**src/rtl/nv_bank_ctrl.sv**
```systemverilog
module nv_bank_ctrl #(
  parameter int CNT_W     = 17,
  parameter int BANK_SPAN = 50000
) (
  input  logic             clk,
  input  logic             rst_n,
  input  logic             event_in,
  input  logic [CNT_W-1:0] event_count,
  input  logic             ctr_touch,
  input  logic             shr_touch,
  output logic             mem_req,
  output logic             mem_restore,
  output logic [1:0]       mem_bank,
  input  logic             mem_done
);

  localparam logic [CNT_W-1:0] LIM1 = CNT_W'(BANK_SPAN);
  localparam logic [CNT_W-1:0] LIM2 = CNT_W'(2 * BANK_SPAN);
  localparam logic [1:0]       SHARED_BANK = 2'd3;

  typedef enum logic [1:0] {ST_LOAD, ST_IDLE, ST_CTR, ST_SHR} state_t;

  state_t     state;
  logic       ev_q, pend, booted;
  logic       ctr_dirty, shr_dirty, shr_sv;
  logic [1:0] bank_pend, bank_q, bank_sel;
  logic       fall, ctr_mark, shr_mark;

  assign fall     = ev_q & ~event_in;
  assign ctr_mark = ctr_touch & event_in;
  assign shr_mark = shr_touch & event_in;
  assign bank_sel = (event_count < LIM1) ? 2'd0 :
                    (event_count < LIM2) ? 2'd1 : 2'd2;

  assign mem_req     = (state != ST_IDLE);
  assign mem_restore = (state == ST_LOAD);
  assign mem_bank    = (state == ST_SHR) ? SHARED_BANK :
                       (state == ST_CTR) ? bank_q : 2'd0;

  always_ff @(posedge clk or negedge rst_n) begin
    if (!rst_n) begin
      state     <= ST_LOAD;
      ev_q      <= 1'b0;
      pend      <= 1'b0;
      booted    <= 1'b0;
      ctr_dirty <= 1'b0;
      shr_dirty <= 1'b0;
      shr_sv    <= 1'b0;
      bank_pend <= 2'd0;
      bank_q    <= 2'd0;
    end else begin
      ev_q <= event_in;
      if (ctr_mark) ctr_dirty <= 1'b1;
      if (shr_mark) shr_dirty <= 1'b1;
      case (state)
        ST_LOAD: if (mem_done) begin
          state  <= ST_IDLE;
          booted <= 1'b1;
        end
        ST_IDLE: if (pend) begin
          pend      <= 1'b0;
          bank_q    <= bank_pend;
          shr_sv    <= shr_dirty;
          ctr_dirty <= ctr_mark;
          shr_dirty <= shr_mark;
          state     <= ctr_dirty ? ST_CTR : (shr_dirty ? ST_SHR : ST_IDLE);
        end
        ST_CTR: if (mem_done) state <= shr_sv ? ST_SHR : ST_IDLE;
        ST_SHR: if (mem_done) begin
          state  <= ST_IDLE;
          shr_sv <= 1'b0;
        end
        default: state <= ST_IDLE;
      endcase
      if (fall) begin
        pend      <= 1'b1;
        bank_pend <= bank_sel;
      end
    end
  end

  assert_req_hold_R2: assert property (@(posedge clk) disable iff (!rst_n)
    mem_req && !mem_done |=> mem_req && $stable(mem_bank) && $stable(mem_restore));

  assert_single_restore_R1: assert property (@(posedge clk) disable iff (!rst_n)
    booted |-> !mem_restore);

  assert_save_after_boot_R9: assert property (@(posedge clk) disable iff (!rst_n)
    $rose(mem_req) && !mem_restore |-> booted);

  assert_ctr_idle_touch_R7: assert property (@(posedge clk) disable iff (!rst_n)
    !event_in && !ctr_dirty |=> !ctr_dirty);

  assert_shr_idle_touch_R7: assert property (@(posedge clk) disable iff (!rst_n)
    !event_in && !shr_dirty |=> !shr_dirty);

endmodule

```
**config.mk**
```make
export PLATFORM = sky130hd
export DESIGN_NAME = nv_bank_ctrl
export DESIGN_NICKNAME = d
export VERILOG_FILES = /design/src/rtl/nv_bank_ctrl.sv
export SDC_FILE = /design/constraint.sdc
export NUM_CORES = 1
export LEC_CHECK = 0
export BUFFER_PORTS_ARGS = -buffer_cell sky130_fd_sc_hd__buf_2
export CAP_MARGIN = 20
export CORE_MARGIN = 2
export CORE_UTILIZATION = 47
export CTS_BUF_LIST = sky130_fd_sc_hd__clkbuf_4 sky130_fd_sc_hd__clkbuf_8
export DETAILED_ROUTE_END_ITERATION = 10
export GPL_ROUTABILITY_DRIVEN = 0
export PLACE_DENSITY = 0.86
export SETUP_SLACK_MARGIN = 0.15
export SLEW_MARGIN = 20
export SYNTH_ARGS = -nofsm -noshare
export SYNTH_HDL_FRONTEND = slang
export SYNTH_SLANG_ARGS = --single-unit
```
**constraint.sdc**
```tcl
create_clock -name clk -period 1.49 [get_ports clk]
set_input_delay 0.2235 -clock clk [delete_from_list [all_inputs] [get_ports clk]]
set_output_delay 0.2235 -clock clk [all_outputs]
set_load 0.03 [all_outputs]
```
---- After elaboration in Yosys (flattened, before gate mapping) ----
Index checks and enable logic that the tools add are counted.
word-level totals
  register bits ........................... 11
  output and inout bits ................... 4
  word-level logic and storage cells ...... 51
operators by class
  magnitude comparators ................... 2
  equal/unequal tests ..................... 8
  muxes and demuxes ....................... 22
  bitwise operators ....................... 4
  reduce and logical (&&, ||, !) cells .... 7
operators by type and width
  operator                                                                        number
  2-bit 2-to-1 mux                                                                10
  17-bit by 16-bit less-than comparator with 1-bit output, second input constant  1
  17-bit less-than comparator, second input constant                              1
  1-bit 2-to-1 mux                                                                10
  2-bit inequality test, second input constant                                    3
  2-bit one-hot mux with 3 select lines                                           1
  3-bit AND reduction                                                             2
  2-bit == test, second input constant                                            2
  2-bit by 1-bit inequality test with 1-bit output, second input constant         2
  2-bit nonzero test                                                              2
  1-bit bitwise AND                                                               3
  2-bit by 1-bit == test with 1-bit output, second input constant                 1
  2-bit logical NOT                                                               1
  1-bit one-hot mux with 2 select lines                                           1
  2-bit AND reduction                                                             1
  2-bit OR reduction                                                              1
  1-bit NOT                                                                       1

---- Longest topological paths before layout ----
Gate-level depths: netlist (run 1).
  depth in word-level cells ............... 4
  depth in mapped cells ................... 6

---- Least setup slack after synthesis (run 1) ----
OpenSTA, ideal clock, no wires.
  kind .................................... register to register
  from .................................... reg state[1]
  to ...................................... reg state[0]
  data arrival time ....................... 1281 ps
  path slack .............................. 131 ps
  cell stages (with the launch flop) ...... 7
  path buffers ............................ 0
  clock period less this slack ............ 1359 ps
  cells stage by stage .................... dfrtp_1 > inv_1 > ha_1 > inv_1 > o22ai_1 > nor2_1 > a21oi_1
between the ends
  longest elaborated chain between the ends .. 4
  elaborated cells on any way between the ends .. 10
RTL lines
  element                                                     line  RTL
  start: declaration                                          23    state_t state;
  start signal: assignment                                    66    state <= ctr_dirty ? ST_CTR : (shr_dirty ? ST_SHR : ST_IDLE);
  start signal: assignment                                    68    ST_CTR: if (mem_done) state <= shr_sv ? ST_SHR : ST_IDLE;
  2-bit == test / 2-bit logical NOT (equally long branches)   n/a
  2-bit OR reduction (no line)                                n/a
  2-bit by 1-bit inequality test with 1-bit output (no line)  n/a
  3-bit AND reduction (no line)                               n/a
Several ways; a longest one is shown, not always the timed one.
A chain may end at the register's enable or synchronous reset.

---- Final worst setup path (run 1) ----
  from .................................... reg state[1]
  to ...................................... out mem_bank[0]
between the ends
  longest elaborated chain between the ends .. 3
  elaborated cells on any way between the ends .. 4
RTL lines
  element               line  RTL
  2-bit == test         38    (state == ST_CTR) ? bank_q : 2'd0;
  2-bit 2-to-1 mux      38
  2-bit 2-to-1 mux (*)  37    assign mem_bank = (state == ST_SHR) ? SHARED_BANK :
  end: declaration      13    output logic [1:0] mem_bank,
Every way passes the cells marked *; elsewhere a longest branch is shown, timed or not.

==> results of run 1 <==
worst max-delay path, cell delays in order, from the launching register on:
cell	delay [ns]
dfrtp_2	0.42
buf_4	0.15
ha_4	0.17
a21o_1	0.17
buf_6	0.14
sequential cells by signal, summed over array words and instances, names as in the netlist:
signal / flops
bank_q: 2
bank_pend: 2
ev_q: 1
ctr_dirty: 1
shr_sv: 1
state: 2
pend: 1
shr_dirty: 1
layout by cell type (no fill, tap or decap), drive strengths merged:
cell / count
o21ai: 4
inv: 4
o41ai: 1
clkbuf: 4
a21oi: 6
dlygate4sd3: 1
buf: 31
ha: 5
o22ai: 1
and3: 1
o211ai: 3
or4: 2
nor2b: 1
nand2: 7
a22o: 2
a21o: 2
nor3b: 1
mux2: 2
dfrtp: 11
a311oi: 1
nand2b: 1
or2b: 1
nor2: 5
nor3: 1
final cells by class:
cell class / instances / area [µm²]
Multi-Input combinational cell: 47 / 387
Sequential cell: 11 / 278
Timing Repair Buffer: 32 / 220
Fill cell: 65 / 204
Clock buffer: 4 / 30.0
Inverter: 4 / 20.0
Tap cell: 14 / 17.5
where the power goes:
part	internal [mW]	leakage, nW	total (mW)	switching [mW]
sequential	0.409	0.130	0.522	0.113
clock	0.122	0.0184	0.218	0.0959
combinational	0.563	0.311	1.16	0.593
total	1.09	0.459	1.90	0.802
metrics by stage:
stage	instances	utilization [%]	instance area, µm²
3_5_place_dp	99	64.9	751
6_report	112	82.4	952
2_1_floorplan	62	-	616
3_3_place_gp	99	64.9	751
4_1_cts	107	75.1	868
5_1_grt	112	82.4	952
per-layer routing:
| layer | global-route usage [%] | vias to the layer above | part of all wire [%] |
|---|---|---|---|
| met5 | 0 | - | 0 |
| met4 | 18.1 | 0 | 3.8 |
| met3 | 6.67 | 12 | 7.0 |
| met2 | 48.8 | 48 | 52 |
| met1 | 23.1 | 303 | 37 |
| li1 | - | 300 | - |
cell families (layout without fill, tap and decap cells):
logic type / after synthesis / count (layout)
compound gates: 20 / 20
fa+ha+maj: 5 / 5
buf+inv: 4 / 40
flops: 11 / 11
mux: 2 / 2
simple gates: 20 / 20
final timing paths:
path | cells after the start | end | slack, ns | startpoint
worst max-delay path | 4 | mem_bank[0] | -0.05 | state[1]
worst min-delay path | 1 | ev_q | 0.12 | event_in
worst max register to register | 8 | state[1] | -0.01 | state[1]
worst min register to register | 2 | bank_pend[0] | 0.51 | bank_pend[0]
max in group asynchronous | 2 | state[1] | 0.93 | rst_n
min in group asynchronous | 2 | ctr_dirty | 0.35 | rst_n
what timing repair did:
| action | CTS | global route |
|---|---|---|
| hold buffers | 1 | 0 |
| resized for setup | 18 | 11 |
| hold endpoints to repair | 11 | 0 |
| pin swaps | 1 | 1 |
| setup buffers | 3 | 5 |
| endpoints found under the setup margin | 6 | 8 |
==> results_dict.tcl, run 1 <==
set metrics [dict create \
    synthAdderAreaFrac_pct 10.3 \
    synthCells 62 \
    synth_ff_type "dfrtp_1" \
    synth-simple-area-share_pct 17.2 \
    p_total_mw 1.90 \
    fmax_mhz 650 \
    syn_area_per_cell_um2 9.83 \
    crit_fanout 4 \
    synth_top_area_share_pct 45.2 \
    drv_cap 0 \
    dp_hpwl_um 1150 \
    groute.usage.overall_pct 25.8 \
    fin_skew_ns 0.00498 \
    ys_types 22 \
    synthTopCellsByArea "dfrtp_1, ha_1, a21oi_1, nand2_1, mux2_2" \
    start_util_pct 52.7 \
    nets 127 \
    period_share_pct 103 \
    synth_area_leader_cell "dfrtp_1" \
    clockRootBuffer "clkbuf_4" \
    period_needed_ns 1.54 \
    critPathLaunchType "flip-flop" \
    synth.cells.most_frequent "dfrtp_1, nand2_1, a21oi_1, ha_1, nor2_1" \
    critical_path_class "flip-flop to output pin" \
    syn_nets 90 \
    die_w_um 40.0 \
    syn_area_um2 609 \
    route.detailed.drc 0 \
    rsz0062_at_grt "yes" \
    violations "negative setup slack" \
    core-area_um2 1160 \
    power.density_nw_per_um2 1990 \
    area_delta_synth_final_pct 56.3 \
    antenna_left 0 \
    synth_compound_area_share_pct 21.1 \
    grt.overflow.total 0 \
    finalWirelength_um 1900 \
    vias_per_cell 5.92 \
    wl_per_cell_um 16.9 \
    slew-limit-headroom_pct 81.7 \
    cts_max_path_buffers 2 \
    fin_ws_ns -0.0495 \
    synth_warnings 0 \
    antenna_found_initial 0 \
    grt_pass1_wl_um 2550 \
    die_h_um 40.0 \
    hold_viol 0 \
    row_count 12 \
    drtIter0Drc 19 \
    htreeDepth 1 \
    vias 663 \
    firstDrtPassIters 4 \
    tritoncts "built" \
    setup_viol 3 \
    layout-drive-gt1-share_pct 54.1 \
    cp-end-kind "output pin" \
    antenna_cells 0 \
    dieArea_um2 1600 \
    clkSinkCount 11 \
    grt_pass1_vias 608 \
    required_ns 1.27 \
    synthMuxAreaShare_pct 3.70 \
    synthArstFlopShare_pct 100 \
    worst_pin_slew_ns 0.270 \
    status "complete, but fails checks" \
    ys_seq_elements 11 \
    p_leak_nw 0.459 \
    clk_pin_slew_worst_paths_ns 0.07 \
    crit_arrival_ns 1.32 \
    ios 27 \
    synthXorXnorAreaFrac_pct 0 \
    hp-class "input port to flip-flop" \
    io_buffers 22 \
    clock_latency_ns 0.26 \
    drv_slew 0 \
    seq_area_frac_synth_pct 45.2 \
    holdWs_ns 0.118 \
    synth.most_common_cell "dfrtp_1" \
    grt_max_degree 12 \
    place_ws_ns -0.0113 \
    cts_buffers 3 \
    synth_top_family_by_area "compound AO/OA/AOI/OAI gates" \
    synth_edf_count 0 \
    irDropWorstVdd_v 0.00126 \
    timing.setup.tns_ns -0.107 \
]
Power figures use the tool's default switching activity.
==> run 2: changes to the inputs <==
--- a/config.mk
+++ b/config.mk
@@ -7,12 +7,12 @@
 export LEC_CHECK = 0
 export BUFFER_PORTS_ARGS = -buffer_cell sky130_fd_sc_hd__buf_2
 export CAP_MARGIN = 20
-export CORE_MARGIN = 2
-export CORE_UTILIZATION = 47
-export CTS_BUF_LIST = sky130_fd_sc_hd__clkbuf_4 sky130_fd_sc_hd__clkbuf_8
+export CORE_MARGIN = 1
+export CORE_UTILIZATION = 44
 export DETAILED_ROUTE_END_ITERATION = 10
 export GPL_ROUTABILITY_DRIVEN = 0
-export PLACE_DENSITY = 0.86
+export MAX_ROUTING_LAYER = met4
+export PLACE_DENSITY = 0.81
 export SETUP_SLACK_MARGIN = 0.15
 export SLEW_MARGIN = 20
 export SYNTH_ARGS = -nofsm -noshare
==> results_dict.tcl, run 2 (synthesis results as in run 1) <==
set metrics [dict create \
    clockPowerShare_pct 13.1 \
    antenna_cells 0 \
    ios 27 \
    firstDrtPassIters 4 \
    rsz0062_at_grt "yes" \
    cts_buffers 3 \
    wl_per_cell_um 12.7 \
    clk_pin_slew_worst_paths_ns 0.07 \
    crit_fanout 4 \
    p_switching_mw 0.653 \
    io_buffers 22 \
    setup.worst_path.start "state[0]" \
    clkSinkCount 11 \
    layout-drive-gt1-share_pct 46.2 \
    critPathLaunchType "flip-flop" \
    groute.usage.overall_pct 19.4 \
    drv_cap 0 \
    cp_top_family "flip-flops" \
    drtIter0Drc 8 \
    crit_arrival_ns 1.25 \
    grt_pass1_vias 514 \
    irDropWorstVdd_v 0.000704 \
    p_leak_nw 0.418 \
    row_count 13 \
    fillerInstances 105 \
    setup_viol 0 \
    die_w_um 39.2 \
    dp_hpwl_um 929 \
    grt_max_degree 12 \
    crit_chain "inv_4, ha_4, a21o_1, buf_6" \
    grt_pass1_wl_um 1930 \
    timing.setup.tns_ns 0 \
    layout_commonest_cell "buf_2" \
    dieArea_um2 1540 \
    fin_ws_ns 0.0211 \
    nets 120 \
    vias 586 \
    period_needed_ns 1.47 \
    route.detailed.drc 0 \
    antenna_found_initial 0 \
    clockRootBuffer "clkbuf_4" \
    cp_num_buf_inv 2 \
    slew-limit-headroom_pct 79.7 \
    seqPwrFrac_pct 33.7 \
    p_int_mw 0.896 \
    combPwrFrac_pct 53.3 \
    reg.largest.list "bank_pend x2, bank_q x2, state x2" \
    power.density_nw_per_um2 1800 \
    antenna_left 0 \
    place_ws_ns -0.0194 \
    start_util_pct 46.8 \
    hp-class "input port to flip-flop" \
    core-area_um2 1300 \
    required_ns 1.27 \
    htreeDepth 1 \
    cp_slowest_cell "dfrtp_2" \
    hold_path_depth 1 \
    die_h_um 39.2 \
    r2r-start "state[0]" \
    cp-end-kind "output pin" \
    slowest_delay_ns 0.45 \
    r2r.worst_path.cells 6 \
    worst_pin_slew_ns 0.301 \
    sw_frac_of_total_pct 42.2 \
    cp.depth 4 \
    period_share_pct 98.6 \
    grt.overflow.total 0 \
    status "finished, final reports clean" \
    vias_per_cell 5.53 \
    critical_path_class "flip-flop to output pin" \
    fmax_mhz 681 \
    final_cell_mix "buf_2, dfrtp_1, nand2_1" \
    fin_skew_ns 0.00570 \
    clock_latency_ns 0.27 \
    area_delta_synth_final_pct 41.3 \
    finalWirelength_um 1350 \
    final_util_pct 66.2 \
    hold_viol 0 \
    worstHoldStart "event_in" \
    drv_slew 0 \
    tritoncts "built" \
    cts_max_path_buffers 2 \
]
run 2: changes by cell type in the layout (fill, tap and decap cells not counted), sizes merged:
cell and change:
buf -7
run 2: worst paths after layout:
kind,slack (ns),endpoint
worst max register to register,0.08,state[0]
min in group asynchronous,0.36,shr_sv
worst min register to register,0.49,bank_pend[1]
worst max-delay path,0.02,mem_bank[1]
worst min-delay path,0.11,ev_q
max in group asynchronous,0.92,state[0]
run 2: what timing repair did:
action | CTS | global route
hold buffers | 1 | 0
endpoints found under the setup margin | 6 | 9
hold endpoints to repair | 11 | 0
resized for setup | 17 | 3
pin swaps | 2 | 1
setup buffers | 1 | 0
run 2: final cells by class:
class	count	area [µm²]	area share, %
clock buffers	4	26.3	3.05
inverters	4	17.5	2.03
multi-input cells	47	360	41.9
flip-flops and latches	11	278	32.3
well taps	15	18.8	2.18
repair buffers	25	160	18.6
run 2: power by group through the flow:
stage	clock, mW	combinational, mW	sequential (mW)
final	0.203	0.825	0.521
after global routing	0.223	0.898	0.526
after CTS	0.202	0.790	0.514
after detailed placement	0	0.656	0.489
after global placement	0	0.645	0.484
after floorplan	0	0.507	0.466
run 2: worst register-to-register path, cell delays in order (launching register included):
cell,delay [ns]
dfrtp_2,0.45
inv_4,0.07
ha_1,0.30
nor2b_1,0.14
o22ai_2,0.18
nor2_1,0.09
a21oi_2,0.11
run 2: metal layers:
layer	part of all wire [%]	track usage, %	vias up
li1	-	-	281
met1	41	19.6	270
met2	52	36.3	33
met3	6.5	3.47	2
met4	0.67	7.76	0
met5	0	-	-
run 2: through the flow:
step	instances	hold slack (ns)	power [mW]	instance area [µm²]
2_1_floorplan	62	-0.0721	0.973	616
4_1_cts	106	0.106	1.51	848
3_3_place_gp	100	0.103	1.13	752
3_5_place_dp	100	0.0989	1.14	752
6_report	106	0.109	1.55	861
5_1_grt	106	0.101	1.65	861
